## src/rtl/qmm_pkg.sv

```systemverilog
package qmm_pkg;
  typedef logic signed [15:0] sample_t;
  typedef logic signed [31:0] acc_t;

  typedef enum logic [2:0] {
    QM_MATCH_A   = 3'd0,
    QM_MATCH_B   = 3'd1,
    QM_HIGH_ACC  = 3'd2,
    QM_HIGH_PROD = 3'd3,
    QM_USER      = 3'd4
  } qmode_e;

  typedef struct packed {
    logic [2:0] mode;
    logic [4:0] fa;
    logic [4:0] fb;
    logic [4:0] fo;
  } qcfg_t;
endpackage

```

## src/rtl/qmm_bank.sv

```systemverilog
module qmm_bank
  import qmm_pkg::*;
#(
  parameter int ROWS = 3,
  parameter int COLS = 4,
  parameter int XW   = 2
) (
  input  logic          clk,
  input  logic          rst_n,
  input  logic          we,
  input  logic [XW-1:0] w_row,
  input  logic [XW-1:0] w_col,
  input  sample_t       w_data,
  input  logic [XW-1:0] r_row,
  input  logic [XW-1:0] r_col,
  output sample_t       r_data
);
  sample_t cells [ROWS][COLS];

  logic w_in_range, r_in_range;
  assign w_in_range = (int'(w_row) < ROWS) && (int'(w_col) < COLS);
  assign r_in_range = (int'(r_row) < ROWS) && (int'(r_col) < COLS);

  for (genvar gr = 0; gr < ROWS; gr++) begin : g_row
    for (genvar gc = 0; gc < COLS; gc++) begin : g_col
      always_ff @(posedge clk) begin
        if (!rst_n)
          cells[gr][gc] <= '0;
        else if (we && w_in_range && int'(w_row) == gr && int'(w_col) == gc)
          cells[gr][gc] <= w_data;
      end
    end
  end

  always_comb begin
    r_data = '0;
    for (int rr = 0; rr < ROWS; rr++)
      for (int cc = 0; cc < COLS; cc++)
        if (r_in_range && int'(r_row) == rr && int'(r_col) == cc)
          r_data = cells[rr][cc];
  end
endmodule

```

## src/rtl/qmm_seq.sv

```systemverilog
module qmm_seq #(
  parameter int M  = 3,
  parameter int N  = 4,
  parameter int P  = 2,
  parameter int XW = 2
) (
  input  logic          clk,
  input  logic          rst_n,
  input  logic          start,
  output logic          busy,
  output logic          done,
  output logic [XW-1:0] idx_i,
  output logic [XW-1:0] idx_j,
  output logic [XW-1:0] idx_k,
  output logic          first_k,
  output logic          last_k
);
  localparam logic [XW-1:0] I_LAST = XW'(M - 1);
  localparam logic [XW-1:0] J_LAST = XW'(P - 1);
  localparam logic [XW-1:0] K_LAST = XW'(N - 1);

  logic last_all;
  assign first_k  = (idx_k == '0);
  assign last_k   = (idx_k == K_LAST);
  assign last_all = last_k && (idx_j == J_LAST) && (idx_i == I_LAST);

  always_ff @(posedge clk) begin
    if (!rst_n) begin
      busy  <= 1'b0;
      done  <= 1'b0;
      idx_i <= '0;
      idx_j <= '0;
      idx_k <= '0;
    end else begin
      done <= 1'b0;
      if (!busy) begin
        if (start) begin
          busy  <= 1'b1;
          idx_i <= '0;
          idx_j <= '0;
          idx_k <= '0;
        end
      end else if (!last_k) begin
        idx_k <= idx_k + 1'b1;
      end else begin
        idx_k <= '0;
        if (idx_j != J_LAST) begin
          idx_j <= idx_j + 1'b1;
        end else begin
          idx_j <= '0;
          if (idx_i != I_LAST) begin
            idx_i <= idx_i + 1'b1;
          end else begin
            busy <= 1'b0;
            done <= 1'b1;
          end
        end
      end
    end
  end

  AST_DONE_PULSE: assert property (@(posedge clk) disable iff (!rst_n)
    done |=> !done);
  AST_RUN_HOLDS: assert property (@(posedge clk) disable iff (!rst_n)
    (busy && !last_all) |=> busy);
  AST_IDX_RANGE: assert property (@(posedge clk) disable iff (!rst_n)
    busy |-> (int'(idx_i) < M && int'(idx_j) < P && int'(idx_k) < N));
  AST_DONE_ENDS_RUN: assert property (@(posedge clk) disable iff (!rst_n)
    done |-> (!busy && $past(busy)));
endmodule

```

## src/rtl/qmm_requant.sv

```systemverilog
module qmm_requant
  import qmm_pkg::*;
(
  input  acc_t    acc,
  input  qcfg_t   cfg,
  output sample_t q
);
  logic signed [7:0]  shift_d;
  logic        [7:0]  left_amt;
  logic signed [63:0] wide;
  logic signed [63:0] moved;
  logic        [4:0]  f_sel;

  always_comb begin
    f_sel = cfg.fo;
    case (cfg.mode)
      QM_MATCH_A: f_sel = cfg.fa;
      QM_MATCH_B: f_sel = cfg.fb;
      default:    f_sel = cfg.fo;
    endcase
    case (cfg.mode)
      QM_MATCH_A, QM_MATCH_B, QM_USER:
        shift_d = $signed({3'b000, cfg.fa}) + $signed({3'b000, cfg.fb})
                - $signed({3'b000, f_sel});
      QM_HIGH_PROD: shift_d = 8'sd15;
      default:      shift_d = 8'sd16;
    endcase
    left_amt = 8'(-shift_d);
    wide     = {{32{acc[31]}}, acc};
    if (shift_d[7])
      moved = wide << left_amt[5:0];
    else
      moved = wide >>> shift_d[6:0];
    q = moved[15:0];
  end

  always_comb begin
    if (cfg.mode == QM_HIGH_ACC)
      AST_HIGH_WINDOW: assert (q == acc[31:16]);
  end
endmodule

```

## src/rtl/qmat_mul.sv

```systemverilog
module qmat_mul
  import qmm_pkg::*;
#(
  parameter int M = 3,
  parameter int N = 4,
  parameter int P = 2,
  localparam int DMAX = (M > N) ? ((M > P) ? M : P) : ((N > P) ? N : P),
  localparam int XW   = (DMAX > 1) ? $clog2(DMAX) : 1
) (
  input  logic          clk,
  input  logic          rst_n,
  input  logic          wr_valid,
  output logic          wr_ready,
  input  logic          wr_sel,
  input  logic [XW-1:0] wr_row,
  input  logic [XW-1:0] wr_col,
  input  logic [15:0]   wr_data,
  input  logic          start,
  input  logic [2:0]    mode,
  input  logic [4:0]    frac_a,
  input  logic [4:0]    frac_b,
  input  logic [4:0]    frac_out,
  output logic          busy,
  output logic          done,
  input  logic [XW-1:0] rd_row,
  input  logic [XW-1:0] rd_col,
  output logic [15:0]   rd_data
);
  logic [XW-1:0] idx_i, idx_j, idx_k;
  logic          first_k, last_k;
  logic          load_fire;
  sample_t       a_val, b_val, c_val, q_val;
  acc_t          acc_q, acc_next, prod;
  qcfg_t         cfg_q;

  qmm_seq #(.M(M), .N(N), .P(P), .XW(XW)) u_seq (
    .clk(clk), .rst_n(rst_n), .start(start), .busy(busy), .done(done),
    .idx_i(idx_i), .idx_j(idx_j), .idx_k(idx_k),
    .first_k(first_k), .last_k(last_k)
  );

  assign wr_ready  = !busy;
  assign load_fire = wr_valid && wr_ready;

  qmm_bank #(.ROWS(M), .COLS(N), .XW(XW)) u_bank_a (
    .clk(clk), .rst_n(rst_n), .we(load_fire && !wr_sel),
    .w_row(wr_row), .w_col(wr_col), .w_data(sample_t'(wr_data)),
    .r_row(idx_i), .r_col(idx_k), .r_data(a_val)
  );

  qmm_bank #(.ROWS(N), .COLS(P), .XW(XW)) u_bank_b (
    .clk(clk), .rst_n(rst_n), .we(load_fire && wr_sel),
    .w_row(wr_row), .w_col(wr_col), .w_data(sample_t'(wr_data)),
    .r_row(idx_k), .r_col(idx_j), .r_data(b_val)
  );

  always_ff @(posedge clk) begin
    if (!rst_n)
      cfg_q <= '0;
    else if (start && !busy)
      cfg_q <= '{mode: mode, fa: frac_a, fb: frac_b, fo: frac_out};
  end

  assign prod     = a_val * b_val;
  assign acc_next = (first_k ? acc_t'(0) : acc_q) + prod;

  always_ff @(posedge clk) begin
    if (!rst_n)
      acc_q <= '0;
    else if (busy)
      acc_q <= acc_next;
  end

  qmm_requant u_requant (.acc(acc_next), .cfg(cfg_q), .q(q_val));

  qmm_bank #(.ROWS(M), .COLS(P), .XW(XW)) u_bank_c (
    .clk(clk), .rst_n(rst_n), .we(busy && last_k),
    .w_row(idx_i), .w_col(idx_j), .w_data(q_val),
    .r_row(rd_row), .r_col(rd_col), .r_data(c_val)
  );

  assign rd_data = c_val;

  AST_CFG_HELD: assert property (@(posedge clk) disable iff (!rst_n)
    (busy && $past(busy)) |-> $stable(cfg_q));
  AST_SUM_RESTART: assert property (@(posedge clk) disable iff (!rst_n)
    (busy && first_k) |=> (acc_q == $past(prod)));
  AST_LOAD_BLOCKED: assert property (@(posedge clk) disable iff (!rst_n)
    (busy && $past(busy)) |-> $stable(u_bank_a.cells[0][0]));
endmodule

```

## config.mk

```make
export PLATFORM = sky130hd
export DESIGN_NAME = qmat_mul
export DESIGN_NICKNAME = d
export VERILOG_FILES = /design/src/rtl/qmm_pkg.sv /design/src/rtl/qmm_bank.sv /design/src/rtl/qmm_seq.sv /design/src/rtl/qmm_requant.sv /design/src/rtl/qmat_mul.sv
export SDC_FILE = /design/constraint.sdc
export NUM_CORES = 2
export LEC_CHECK = 0
export CORE_MARGIN = 5
export CORE_UTILIZATION = 50
export CTS_CLUSTER_DIAMETER = 120
export DETAILED_ROUTE_END_ITERATION = 12
export DONT_BUFFER_PORTS = 1
export SYNTH_ARGS = -nofsm -noshare
export SYNTH_HDL_FRONTEND = slang
export SYNTH_SLANG_ARGS = --single-unit
```

## constraint.sdc

```tcl
create_clock -name clk -period 10.4 [get_ports clk]
set_input_delay 0.52 -clock clk [delete_from_list [all_inputs] [get_ports clk]]
set_output_delay 0.52 -clock clk [all_outputs]
set_load 0.005 [all_outputs]
```

* Word level (Yosys, flattened, before mapping) *
Memories as Yosys holds them, arrays and structs flattened.
Cells that the tools add are included.

operators by class
  $lt $le $gt $ge = 6
  eq/ne operators = 24
  add/subtract/negate cells = 7
  reductions and logical operators = 98
  shift-type cells = 2
  $mul = 1
  bitwise gates (word level) = 29
  multiplexer cells = 151

operators with widths
  cell                                                                   count
  16-bit two-way mux                                                     53
  1-bit two-way mux                                                      85
  1-bit logical AND                                                      82
  64-bit by 6-bit << shifter with 16-bit output                          1
  32-bit adder                                                           1
  16-bit by 16-bit multiplier with 32-bit output                         1
  32-bit two-way mux                                                     1
  32-bit by 7-bit >>> shifter with 16-bit output                         1
  2-bit equality test, second input constant                             13
  1-bit OR                                                               26
  2-bit two-way mux                                                      10
  2-bit logical NOT                                                      8
  8-bit case mux with 2 select lines                                     1
  2-bit < comparator, second input constant                              6
  5-bit case mux with 2 select lines                                     1
  2-bit != test, second input constant                                   4
  8-bit by 6-bit subtractor with 8-bit output                            1
  2-bit by 1-bit adder with 2-bit output, second input constant          3
  5-bit by 5-bit adder with 6-bit output                                 1
  2-bit by 1-bit equality test with 1-bit output, second input constant  3
  6-bit negation                                                         1
  4-bit AND reduction                                                    1
  4-bit OR reduction                                                     1
  3-bit by 1-bit equality test with 1-bit output, second input constant  1
  9 further kinds                                                        12

word-level totals
  memories = 3
  word-level logic and storage cells = 331
  memory bits (writable) = 416
  input bits = 47
  register bits after elaboration = 58
  output and inout port bits = 19

memory list
  memory          depth  bits a word  rd ports  clocked after memory_dff  wr ports  RTL line        RTL
  u_bank_a.cells  3      64           3         0                         3         qmm_bank.sv:18  sample_t cells [ROWS][COLS];
  u_bank_b.cells  4      32           4         0                         4         qmm_bank.sv:18
  u_bank_c.cells  3      32           3         0                         3         qmm_bank.sv:18

* Longest topological paths before layout *
  depth after elaboration = 20
  gate-level depth with buffers = 41
  mapped depth without buffers = 37

* Cells and area by module *
A second synthesis with hierarchy kept.

second synthesis, totals
  cell total of the unflattened synthesis = 3713
  area, all modules = 37335.8 µm²

by module, submodules not included
  module               instances  area each (µm²)  sequential area each (µm²)  cells each
  qmat_mul             1          12992.5          1001.0                      1440
  qmm_bank (u_bank_a)  1          9346.5           5765.5                      731
  qmm_bank (u_bank_b)  1          6279.8           3843.7                      551
  qmm_bank (u_bank_c)  1          4528.1           2882.8                      367
  qmm_requant          1          3766.1           0.0                         576
  qmm_seq              1          422.9            160.2                       48

* Worst setup path after synthesis *
OpenSTA, ideal clock, no wires.

  path type = reg-to-reg
  start = register u_seq.idx_k[0]
  end = memory u_bank_c.cells[0][24] in the netlist's numbering, data pin
  data required time = 10.133 ns
  path buffers = 6
  arrival time = 8.695 ns
  path slack = 1.438 ns
  clock period less this slack = 8.962 ns
  cell stages (with the launch flop) = 36
  setup time = 0.267 ns
  cell sequence = dfxtp_1 -> inv_1 -> ha_1 -> buf_2 -> clkbuf_1 -> clkbuf_1 -> nor2b_1 -> clkbuf_1 -> clkbuf_1 -> nand2_1 -> o21ai_0 -> nand2_1 -> o21ai_0 -> clkbuf_1 -> nand2_1 -> fa_1 -> fa_1 -> inv_1 -> fa_1 -> fa_1 -> fa_1 -> inv_1 -> fa_1 -> inv_1 -> ha_1 -> a21o_1 -> a21o_1 -> a211oi_1 -> nand2_1 -> a21o_1 -> a211oi_4 -> a211oi_1 -> a311oi_2 -> o21ai_1 -> a311oi_4 -> nor2_1

RTL lines
  what                      RTL line        RTL
  start: declaration        qmm_seq.sv:14   output logic [XW-1:0] idx_k,
  start signal: assignment  qmm_seq.sv:44   idx_k <= idx_k + 1'b1;
  end: declaration          qmm_bank.sv:18

==> impl_metrics.json <==
{
  "cts-root-buf": "clkbuf_16",
  "grt_pass1_vias": 28569,
  "ys.warnings.count": 0,
  "hold_path_end": "cfg_q[17]$_SDFFE_PN0P_",
  "syn_area_per_cell_um2": 9.961,
  "start_kind": "register",
  "final_cell_area_mm2": 0.04047,
  "syn-cell-area_mm2": 0.03679,
  "maxCapViolCount": 0,
  "top_layer_used": "met4",
  "tritoncts": "done",
  "cts_buffer_depth": 3,
  "power.density_mw_per_mm2": 358.4,
  "clkTransAtPathRegs_ps": 60,
  "slew-limit-headroom": 0.2222,
  "finalHoldViolations": 0,
  "critPathKind": "register to register",
  "hp-start": "mode[2]",
  "clk_latency_ps": 620,
  "ff2ff_setup_slack_ps": 460,
  "vdd_drop_max_mv": 0.3912,
  "final.period_utilization": 0.9555,
  "synthFlopType": "edfxtp_1",
  "slowest_stage": "fa_1",
  "placed_area_mm2": 0.03849,
  "r2r-end": "u_bank_c.cells[0][21]$_SDFFCE_PN0P_",
  "dieArea_mm2": 0.07910,
  "power_leakage_nw": 16.30,
  "antenna_found_initial": 0,
  "wire_per_inst_um": 23.54,
  "drv_slew": 0,
  "met2RoutedLength_um": 54470,
  "async_flop_share": 0,
  "syn_nets": 4153,
  "skew_ps": 39.78,
  "cts_made_buffers": 53,
  "r2r_start": "u_seq.idx_k[1]$_SDFFE_PN0P_",
  "rr_worst_depth": 33,
  "crit_fanout": 19,
  "final_nets": 4156,
  "cts.sinks": 474,
  "routed_wl_um": 110600,
  "fp.coreArea_mm2": 0.07296,
  "max_stage_delay_ps": 540,
  "max_freq_mhz": 100.6,
  "num-fill-cells": 6435,
  "place.detailed.hpwl_um": 82620,
  "start_util": 0.5042,
  "die_x_um": 281.2,
  "required_ps": 10830,
  "num_vias": 27680,
  "p_total_mw": 14.50,
  "syn2layout_area_growth_pct": 10.01,
  "status": "finished, final reports clean",
  "fin_crit_ps": 9937,
  "crit_top_cell": "fa_1",
  "yosys.cell_types.count": 111,
  "layout-drive-gt1-share": 0.1142,
  "synth-edff-count": 416,
  "grt_max_degree": 95,
  "ys_seq_elements": 474,
  "grt_pass1_wl_um": 171900,
  "diodes": 0,
  "setup_viol": 0,
  "place_congestion": 0.9598,
  "drtPass1Iterations": 6,
  "cp-end-kind": "register",
  "dp_worst_setup_slack_ps": 89.33,
  "io_buffers": 0,
  "drt_iter0_markers": 2377,
  "layout_setup_ws_ps": 463.3,
  "vias_per_cell": 5.892,
  "hold_depth": 2,
  "ys_seq_area_frac": 0.3711,
  "die_height_um": 281.2,
  "dr_wl_met3_um": 5585,
  "h-tree-depth": 2,
  "seqCellArea_mm2": 0.01366,
  "grt_usage": 0.2801,
  "rows": 99,
  "ios": 66,
  "synthCells": 3693,
  "hold_class": "input port to register",
  "worstPathArrival_ps": 10370,
  "multi_input_area_mm2": 0.02118,
  "wirelength_met1_um": 46700,
  "drc": 0,
  "drtAntennaViolNets": 0,
  "gr-total-overflow": 0,
  "worst_pin_slew_ps": 1157,
  "holdBufCountCts": 0
}
[area by class of cell]
cell class	count	share of cell area
inverter	335	0.03110
tap	959	0.02965
multi-input combinational	2652	0.5233
clock buffer	72	0.03636
sequential	474	0.3375
clock inverter	26	0.006184
timing repair buffer	180	0.03586
[stage by stage]
step	TNS (ps)	cells	utilization	hold WS, ps
final	0	4698	0.5547	48.25
after global routing	-4.516	4698	0.5547	25.68
after CTS	0	4686	0.5511	16.76
after detailed placement	0	4588	0.5275	457.3
after global placement	0	4588	0.5275	454.6
after floorplan	0	3693	-	440.3
[timing repair]
action | in CTS | in global routing
gates resized for setup | 0 | 30
endpoints found under the hold margin | 0 | 0
endpoints found under the setup margin | 0 | 96
buffers inserted | 0 | 12
[cells in the final DEF, fill, tap and decap left out, types with 34 or more instances in the layout]
cell type,instances
dfxtp_1,56
buf_4,172
clkbuf_16,56
inv_1,330
nand2_1,358
nand3_1,56
o211ai_1,34
edfxtp_1,416
ha_1,116
and2_1,351
nand2b_1,40
nor2b_1,84
a21oi_1,138
mux2i_1,74
o21ai_0,181
nor2_1,330
fa_1,294
[report_power, final]
part           internal, mW  switching (mW)  total [mW]
Combinational          4.04            6.40        10.4
Sequential             2.16          0.0403        2.21
Clock                  1.07           0.787        1.86
[sequential cells by signal, indices dropped and copies added, names as in the netlist]
| name | count |
|---|---|
| u_bank_c.cells | 96 |
| u_bank_b.cells | 128 |
| u_seq.done | 1 |
| u_seq.busy | 1 |
| acc_q | 32 |
| u_bank_a.cells | 192 |
| cfg_q | 18 |
| u_seq.idx_i | 2 |
| u_seq.idx_j | 2 |
| u_seq.idx_k | 2 |
[synth_stat cells (56+ instances only)]
library cell / instances / share of area
fa_1: 294 / 0.16
edfxtp_1: 416 / 0.34
nor2b_1: 84 / 0.014
clkbuf_1: 189 / 0.019
dfxtp_1: 58 / 0.032
mux2i_1: 74 / 0.020
a21oi_1: 138 / 0.019
nand2_1: 358 / 0.037
nand3_1: 56 / 0.0076
nor2_1: 330 / 0.034
o21ai_0: 205 / 0.028
inv_1: 330 / 0.034
and2_1: 351 / 0.060
ha_1: 119 / 0.040
[worst max path at each step]
stage	from	end	slack, ps	cells past startpoint
floorplan	u_seq.idx_k[0]$_SDFFE_PN0P_	u_bank_c.cells[0][24]$_SDFFCE_PN0P_	1440	35
global placement	u_seq.idx_k[0]$_SDFFE_PN0P_	u_bank_c.cells[2][7]$_SDFFCE_PN0P_	250	34
detailed placement	u_seq.idx_k[1]$_SDFFE_PN0P_	u_bank_c.cells[1][7]$_SDFFCE_PN0P_	90	35
CTS	u_seq.idx_k[1]$_SDFFE_PN0P_	u_bank_c.cells[1][7]$_SDFFCE_PN0P_	60	35
global route	u_seq.idx_k[0]$_SDFFE_PN0P_	u_bank_c.cells[0][18]$_SDFFCE_PN0P_	-3	37
finish	u_seq.idx_k[1]$_SDFFE_PN0P_	u_bank_c.cells[0][21]$_SDFFCE_PN0P_	460	33
[cells by family (layout without fill, tap and decap cells)]
| logic type | after synthesis | count (layout) | synth area share |
|---|---|---|---|
| simple gates | 1377 | 1377 | 0.1892 |
| compound gates | 704 | 704 | 0.1300 |
| buf+inv | 567 | 613 | 0.05918 |
| flops | 474 | 474 | 0.3711 |
| fa+ha+maj | 413 | 413 | 0.2005 |
| mux | 119 | 119 | 0.04034 |
| xor+xnor | 39 | 39 | 0.009660 |
[critical path, delay by kind of cell, from the launching register on]
kind	cells	cell delay, ps
compound gates	16	4190
buf+inv	4	590
fa+ha+maj	8	3660
simple gates	5	900
flops	1	370
[routing by layer]
| layer | track usage | vias up |
|---|---|---|
| met4 | 0.08346 | 0 |
| met5 | 0 | - |
| li1 | - | 12636 |
| met2 | 0.4825 | 899 |
| met3 | 0.02775 | 197 |
| met1 | 0.3796 | 13948 |
(Power assumes the default switching activity.)
